### src/rtl/seg_addr_pkg.sv
package seg_addr_pkg;

    localparam int N_SEG      = 4;
    localparam int SEG_IDX_W  = 2;
    localparam int KIND_W     = 3;

    // Segment index encoding, visible on pa_seg and ld_sel
    typedef enum logic [SEG_IDX_W-1:0] {
        SEG_CODE  = 2'd0,
        SEG_DATA  = 2'd1,
        SEG_STACK = 2'd2,
        SEG_EXTRA = 2'd3
    } seg_idx_e;

    // Access kind encoding; 5..7 reserved
    typedef enum logic [KIND_W-1:0] {
        ACC_FETCH     = 3'd0,
        ACC_DATA      = 3'd1,
        ACC_STR_DST   = 3'd2,
        ACC_STACK_PTR = 3'd3,
        ACC_FRAME_PTR = 3'd4
    } acc_kind_e;

endpackage

### src/rtl/seg_bank.sv
module seg_bank
    import seg_addr_pkg::*;
#(
    parameter int SEG_W = 16
) (
    input  logic                 clk,
    input  logic                 rst_n,
    input  logic                 ld_en,
    input  logic [SEG_IDX_W-1:0] ld_sel,
    input  logic [SEG_W-1:0]     ld_val,
    output logic [SEG_W-1:0]     seg_o [N_SEG]
);

    logic [SEG_W-1:0] seg_d [N_SEG];
    logic [SEG_W-1:0] seg_q [N_SEG];

    always_comb begin
        for (int i = 0; i < N_SEG; i++) begin
            seg_d[i] = seg_q[i];
        end
        if (ld_en) begin
            seg_d[ld_sel] = ld_val;
        end
    end

    always_ff @(posedge clk or negedge rst_n) begin
        if (!rst_n) begin
            for (int i = 0; i < N_SEG; i++) begin
                // code base starts at all ones, the others at zero
                seg_q[i] <= (i == int'(SEG_CODE)) ? '1 : '0;
            end
        end else begin
            for (int i = 0; i < N_SEG; i++) begin
                seg_q[i] <= seg_d[i];
            end
        end
    end

    assign seg_o = seg_q;

    generate
        for (genvar g = 0; g < N_SEG; g++) begin : g_chk
            assert_load_takes_R7: assert property (@(posedge clk) disable iff (!rst_n)
                (ld_en && ld_sel == g[SEG_IDX_W-1:0]) |=> (seg_q[g] == $past(ld_val)));
            assert_others_kept_R8: assert property (@(posedge clk) disable iff (!rst_n)
                !(ld_en && ld_sel == g[SEG_IDX_W-1:0]) |=> $stable(seg_q[g]));
        end
    endgenerate

endmodule

### src/rtl/seg_select.sv
module seg_select
    import seg_addr_pkg::*;
(
    input  logic [KIND_W-1:0] kind_i,
    output seg_idx_e          idx_o
);

    always_comb begin
        case (kind_i)
            ACC_FETCH:     idx_o = SEG_CODE;
            ACC_DATA:      idx_o = SEG_DATA;
            ACC_STR_DST:   idx_o = SEG_EXTRA;
            ACC_STACK_PTR: idx_o = SEG_STACK;
            ACC_FRAME_PTR: idx_o = SEG_STACK;
            default:       idx_o = SEG_DATA;   // reserved kinds
        endcase
    end

endmodule

### src/rtl/seg_shift_add.sv
module seg_shift_add #(
    parameter int SEG_W = 16,
    parameter int OFS_W = 16,
    parameter int SHIFT = 4,
    parameter int PA_W  = SEG_W + SHIFT
) (
    input  logic [SEG_W-1:0] base_i,
    input  logic [OFS_W-1:0] ofs_i,
    output logic [PA_W-1:0]  addr_o
);

    logic [PA_W-1:0] base_ext;
    logic [PA_W-1:0] ofs_ext;

    generate
        if (SHIFT > 0) begin : g_shift
            assign base_ext = {base_i, {SHIFT{1'b0}}};
        end else begin : g_flat
            assign base_ext = base_i;
        end
        if (OFS_W < PA_W) begin : g_pad
            assign ofs_ext = {{(PA_W-OFS_W){1'b0}}, ofs_i};
        end else begin : g_nopad
            assign ofs_ext = ofs_i[PA_W-1:0];
        end
    endgenerate

    // sum truncated to PA_W: carry out is dropped
    assign addr_o = base_ext + ofs_ext;

    generate
        if (SHIFT > 0) begin : g_lowchk
            always_comb begin
                assert_low_bits_R2: assert (addr_o[SHIFT-1:0] == ofs_i[SHIFT-1:0]);
            end
        end
    endgenerate

endmodule

### src/rtl/seg_addr_gen.sv
module seg_addr_gen
    import seg_addr_pkg::*;
#(
    parameter int SEG_W = 16,
    parameter int OFS_W = 16,
    parameter int SHIFT = 4
) (
    input  logic                 clk,
    input  logic                 rst_n,
    input  logic                 req_valid,
    input  logic [KIND_W-1:0]    req_kind,
    input  logic [OFS_W-1:0]     req_ofs,
    input  logic                 ld_en,
    input  logic [SEG_IDX_W-1:0] ld_sel,
    input  logic [SEG_W-1:0]     ld_val,
    output logic                 pa_valid,
    output logic [SEG_W+SHIFT-1:0] pa_addr,
    output logic [SEG_IDX_W-1:0] pa_seg
);

    localparam int PA_W = SEG_W + SHIFT;

    typedef struct packed {
        logic                 vld;
        logic [PA_W-1:0]      addr;
        logic [SEG_IDX_W-1:0] seg;
    } out_s;

    logic [SEG_W-1:0] bases [N_SEG];
    seg_idx_e         sel_idx;
    logic [PA_W-1:0]  sum_addr;
    out_s             out_d;
    out_s             out_q;

    seg_bank #(.SEG_W(SEG_W)) u_bank (
        .clk    (clk),
        .rst_n  (rst_n),
        .ld_en  (ld_en),
        .ld_sel (ld_sel),
        .ld_val (ld_val),
        .seg_o  (bases)
    );

    seg_select u_sel (
        .kind_i (req_kind),
        .idx_o  (sel_idx)
    );

    seg_shift_add #(
        .SEG_W (SEG_W),
        .OFS_W (OFS_W),
        .SHIFT (SHIFT),
        .PA_W  (PA_W)
    ) u_add (
        .base_i (bases[sel_idx]),
        .ofs_i  (req_ofs),
        .addr_o (sum_addr)
    );

    always_comb begin
        out_d     = out_q;
        out_d.vld = req_valid;
        if (req_valid) begin
            out_d.addr = sum_addr;
            out_d.seg  = sel_idx;
        end
    end

    always_ff @(posedge clk or negedge rst_n) begin
        if (!rst_n) begin
            out_q <= '0;
        end else begin
            out_q <= out_d;
        end
    end

    assign pa_valid = out_q.vld;
    assign pa_addr  = out_q.addr;
    assign pa_seg   = out_q.seg;

    assert_valid_rise_R5: assert property (@(posedge clk) disable iff (!rst_n)
        req_valid |=> pa_valid);
    assert_idle_hold_R6: assert property (@(posedge clk) disable iff (!rst_n)
        !req_valid |=> (!pa_valid && $stable(pa_addr) && $stable(pa_seg)));
    assert_fetch_code_R4: assert property (@(posedge clk) disable iff (!rst_n)
        (req_valid && req_kind == ACC_FETCH) |=> (pa_seg == SEG_CODE));
    assert_reserved_data_R9: assert property (@(posedge clk) disable iff (!rst_n)
        (req_valid && req_kind > ACC_FRAME_PTR) |=> (pa_seg == SEG_DATA));

endmodule

### config.mk
export PLATFORM = sky130hd
export DESIGN_NAME = seg_addr_gen
export DESIGN_NICKNAME = d
export VERILOG_FILES = /design/src/rtl/seg_addr_pkg.sv /design/src/rtl/seg_bank.sv /design/src/rtl/seg_select.sv /design/src/rtl/seg_shift_add.sv /design/src/rtl/seg_addr_gen.sv
export SDC_FILE = /design/constraint.sdc
export NUM_CORES = 1
export LEC_CHECK = 0
export ABC_AREA = 1
export ABC_CLOCK_PERIOD_IN_PS = 2300
export CAP_MARGIN = 20
export CORE_ASPECT_RATIO = 1.1
export CORE_MARGIN = 5
export CORE_UTILIZATION = 54
export CTS_CLUSTER_SIZE = 30
export DETAILED_ROUTE_END_ITERATION = 6
export PLACE_DENSITY_LB_ADDON = 0.1
export SYNTH_ARGS = -nofsm -noshare
export SYNTH_HDL_FRONTEND = slang
export SYNTH_SLANG_ARGS = --single-unit
### constraint.sdc
create_clock -name clk -period 2.3 [get_ports clk]
set_input_delay 0.23 -clock clk [delete_from_list [all_inputs] [get_ports clk]]
set_output_delay 0.23 -clock clk [all_outputs]
set_load 0.05 [all_outputs]
==> metrics.cfg <==
[sta]
worst_pin_slew_ns=0.6482
fmax_mhz=452.2
drv_slew=0
relSlewSlack_pct=56.52
timing.final.crit_share_pct=96.15
finalHoldViolCount=0
setup_viol=0
finalCriticalPeriod_ns=2.212
setup_ws_ns=0.08848
worst_clock_skew_ns=0.007865

[cells_and_area]
regArea_um2=2197
final_area_um2=5789
stdcell_count=745
finish.utilization_pct=73.56
layout-drive-gt1-share_pct=20.41
nFillCells=586
area_growth_pct=34.15
multiInputGateArea_um2=2012
antenna_cells=0
fin_nets=686

[worst_setup_path]
r2r_start=u_bank.seg_o[53]
ff2ff_path_depth=8
crit_slowest_cell=ha_1
timing.rr.end=pa_addr[12]
critPathMaxFanout=7
r2r_slack_ns=0.13
cp.required_ns=2.53
crit_chain=clkbuf_2, inv_2, nor2_1, a21oi_2, buf_12, buf_4, o21ai_0, o22ai_1, ha_1, a21oi_2, nand2_2, a21oi_1, xor2_1, o21ai_0
critPathCaptureType=flip-flop
worst_setup_path_start_kind=primary input
critical_path_arrival_ns=2.44
cpPeakStageDelay_ns=0.32
path_class=in -> reg

[yosys]
synth.avg_cell_area_um2=8.204
ys_seq_elements=87
ys_types=33
synthCells=526
syn_nets=580
synth_top_cell_by_area=dfrtp_1
netlist_area_um2=4315
yosys_warnings=0
synth_edf_count=0
yosys_most_used_dff=dfrtp_1
yosysMostFrequentCell=nand2_1
synthTopCellsByArea=dfrtp_1 41%, nand2_1 12%, o21ai_0 12%
ys_seq_area_share_pct=50.91
synthArstFlopShare_pct=100.0
synthTopCellsByCount=140 x nand2_1, 103 x o21ai_0, 71 x dfrtp_1, 45 x nor2_1, 32 x inv_1
synth_top_area_share_pct=41.17

[power]
p_int_uw=3235
p_clk_share_pct=24.7
p_sw_share_pct=35.13
pwr-share-comb_pct=35.6
power_density_nw_per_um2=861.2
peakVddDrop_mv=0.5561
power_switching_uw=1751
finalPower_uw=4986
seq_power_share_pct=39.8
p_leak_uw=0.002702

[global_routing]
grt_pass1_vias=3948
gr-total-overflow=0
grt_max_degree=88
antenna_found_initial=0
gr-usage-all-layers_pct=23.34
grt_pass1_wl_um=18350

[routing]
drtIter0Drc=315
dr.pass1.iters=5
wl_um=11300
vias_per_cell=5.440
antenna_left=0
drc_errors=0
wire_per_inst_um=15.17
vias=4053

[job]
drv_cap=0

[die]
fp.dieW_um=95.24
start_util_pct=54.83
dieArea_um2=9881
die_h_um=103.8
core_area_um2=7870
num_io_pins=64
row_count=34

[place]
io_buffers=63
place_hpwl_um=7521
placedCellCount=716
place_area_um2=5326
pre_cts_ws_ns=-0.7894
gp_congestion=0.9402

[hold_path]
holdPathEnd=pa_addr[0]
hold_path_depth=3
hp-class=in -> reg
min_from=req_ofs[0]

[clock_tree]
cts_tree=done
cts-root-buf=clkbuf_8
numCtsBuffers=9
clock_latency_ns=0.36
cts_max_path_buffers=2
htree_levels=3
clk_pin_slew_ns=0.09
clock_sinks=87

[outcome]
outcome=complete, no violations

metrics by stage:
step	TNS (ns)	hold WS, ns
2_1_floorplan	-0.03832	-0.06559
3_3_place_gp	-8.103	0.2939
3_5_place_dp	-8.996	0.2983
4_1_cts	0	0.4036
5_1_grt	-0.08953	0.4098
6_report	0	0.4072
per-layer routing:
metal | routed length, um | global-route usage, % | up-vias
met5 | 0 | 0 | -
met4 | 279 | 8.660 | 0
met3 | 721 | 4.423 | 35
met2 | 5518 | 37.52 | 145
met1 | 4784 | 31.05 | 1916
li1 | - | - | 1957
placed cells by master, fill, tap and decap left out, drive strengths merged, types with 12 or more instances in the layout:
cell and n:
nand2 143, o21ai 105, dfrtp 71, clkdlybuf4s50 59
buf 55, nor2 46, inv 34, nand3 32
dfstp 16, clkbuf 15, o22ai 12, ha 12
a21oi 12
critical path, delay by kind of cell:
family / cells / cell delay [ns]
xor+xnor: 1 / 0.19
simple gates: 2 / 0.16
compound gates: 6 / 1.05
buf+inv: 4 / 0.48
fa+ha+maj: 1 / 0.32
registers in the layout (all words and copies together), names as in the netlist:
name          flops
pa_addr          20
pa_seg            2
pa_valid          1
u_bank.seg_o     64
kinds of logic (layout without fill, tap and decap cells):
family / after synthesis / in the layout / share of synthesized area [%]
simple gates: 227 / 227 / 21.89
compound gates: 134 / 134 / 16.24
flops: 87 / 87 / 50.91
buf+inv: 58 / 169 / 5.596
fa+ha+maj: 13 / 13 / 3.943
xor+xnor: 7 / 7 / 1.421
final cells by class:
type	count	share of cell area (%)
Sequential cell	87	37.95
Multi-Input combinational cell	381	34.75
Timing Repair Buffer	118	18.54
Clock buffer	12	2.680
Inverter	35	2.399
Tap cell	108	2.334
Clock inverter	4	1.340
power by group through the flow:
stage / logic, uW / registers (uW) / clock network, uW
2_1_floorplan: 661 / 2310 / 0
3_3_place_gp: 1590 / 1990 / 0
3_5_place_dp: 1620 / 2010 / 0
4_1_cts: 1680 / 1980 / 1240
5_1_grt: 1920 / 2020 / 1320
6_report: 1770 / 1980 / 1230
worst max-delay path by stage:
stage                start     endpoint  cells past startpoint
2_1_floorplan  req_kind[2]  pa_addr[16]                     16
3_3_place_gp   req_kind[1]  pa_addr[17]                     15
3_5_place_dp   req_kind[1]  pa_addr[17]                     15
4_1_cts        req_kind[1]  pa_addr[13]                     16
5_1_grt        req_kind[1]  pa_addr[19]                     18
6_report       req_kind[1]  pa_addr[12]                     14
timing repair:
| action | CTS | global route |
|---|---|---|
| setup buffers | 7 | 5 |
| hold endpoints to repair | 71 | 0 |
| gates resized for setup | 20 | 36 |
| pin swaps | 6 | 11 |
| endpoints found under the setup margin | 13 | 11 |
| hold buffers | 1 | 0 |
No activity file was read; power rests on OpenSTA's default activity.
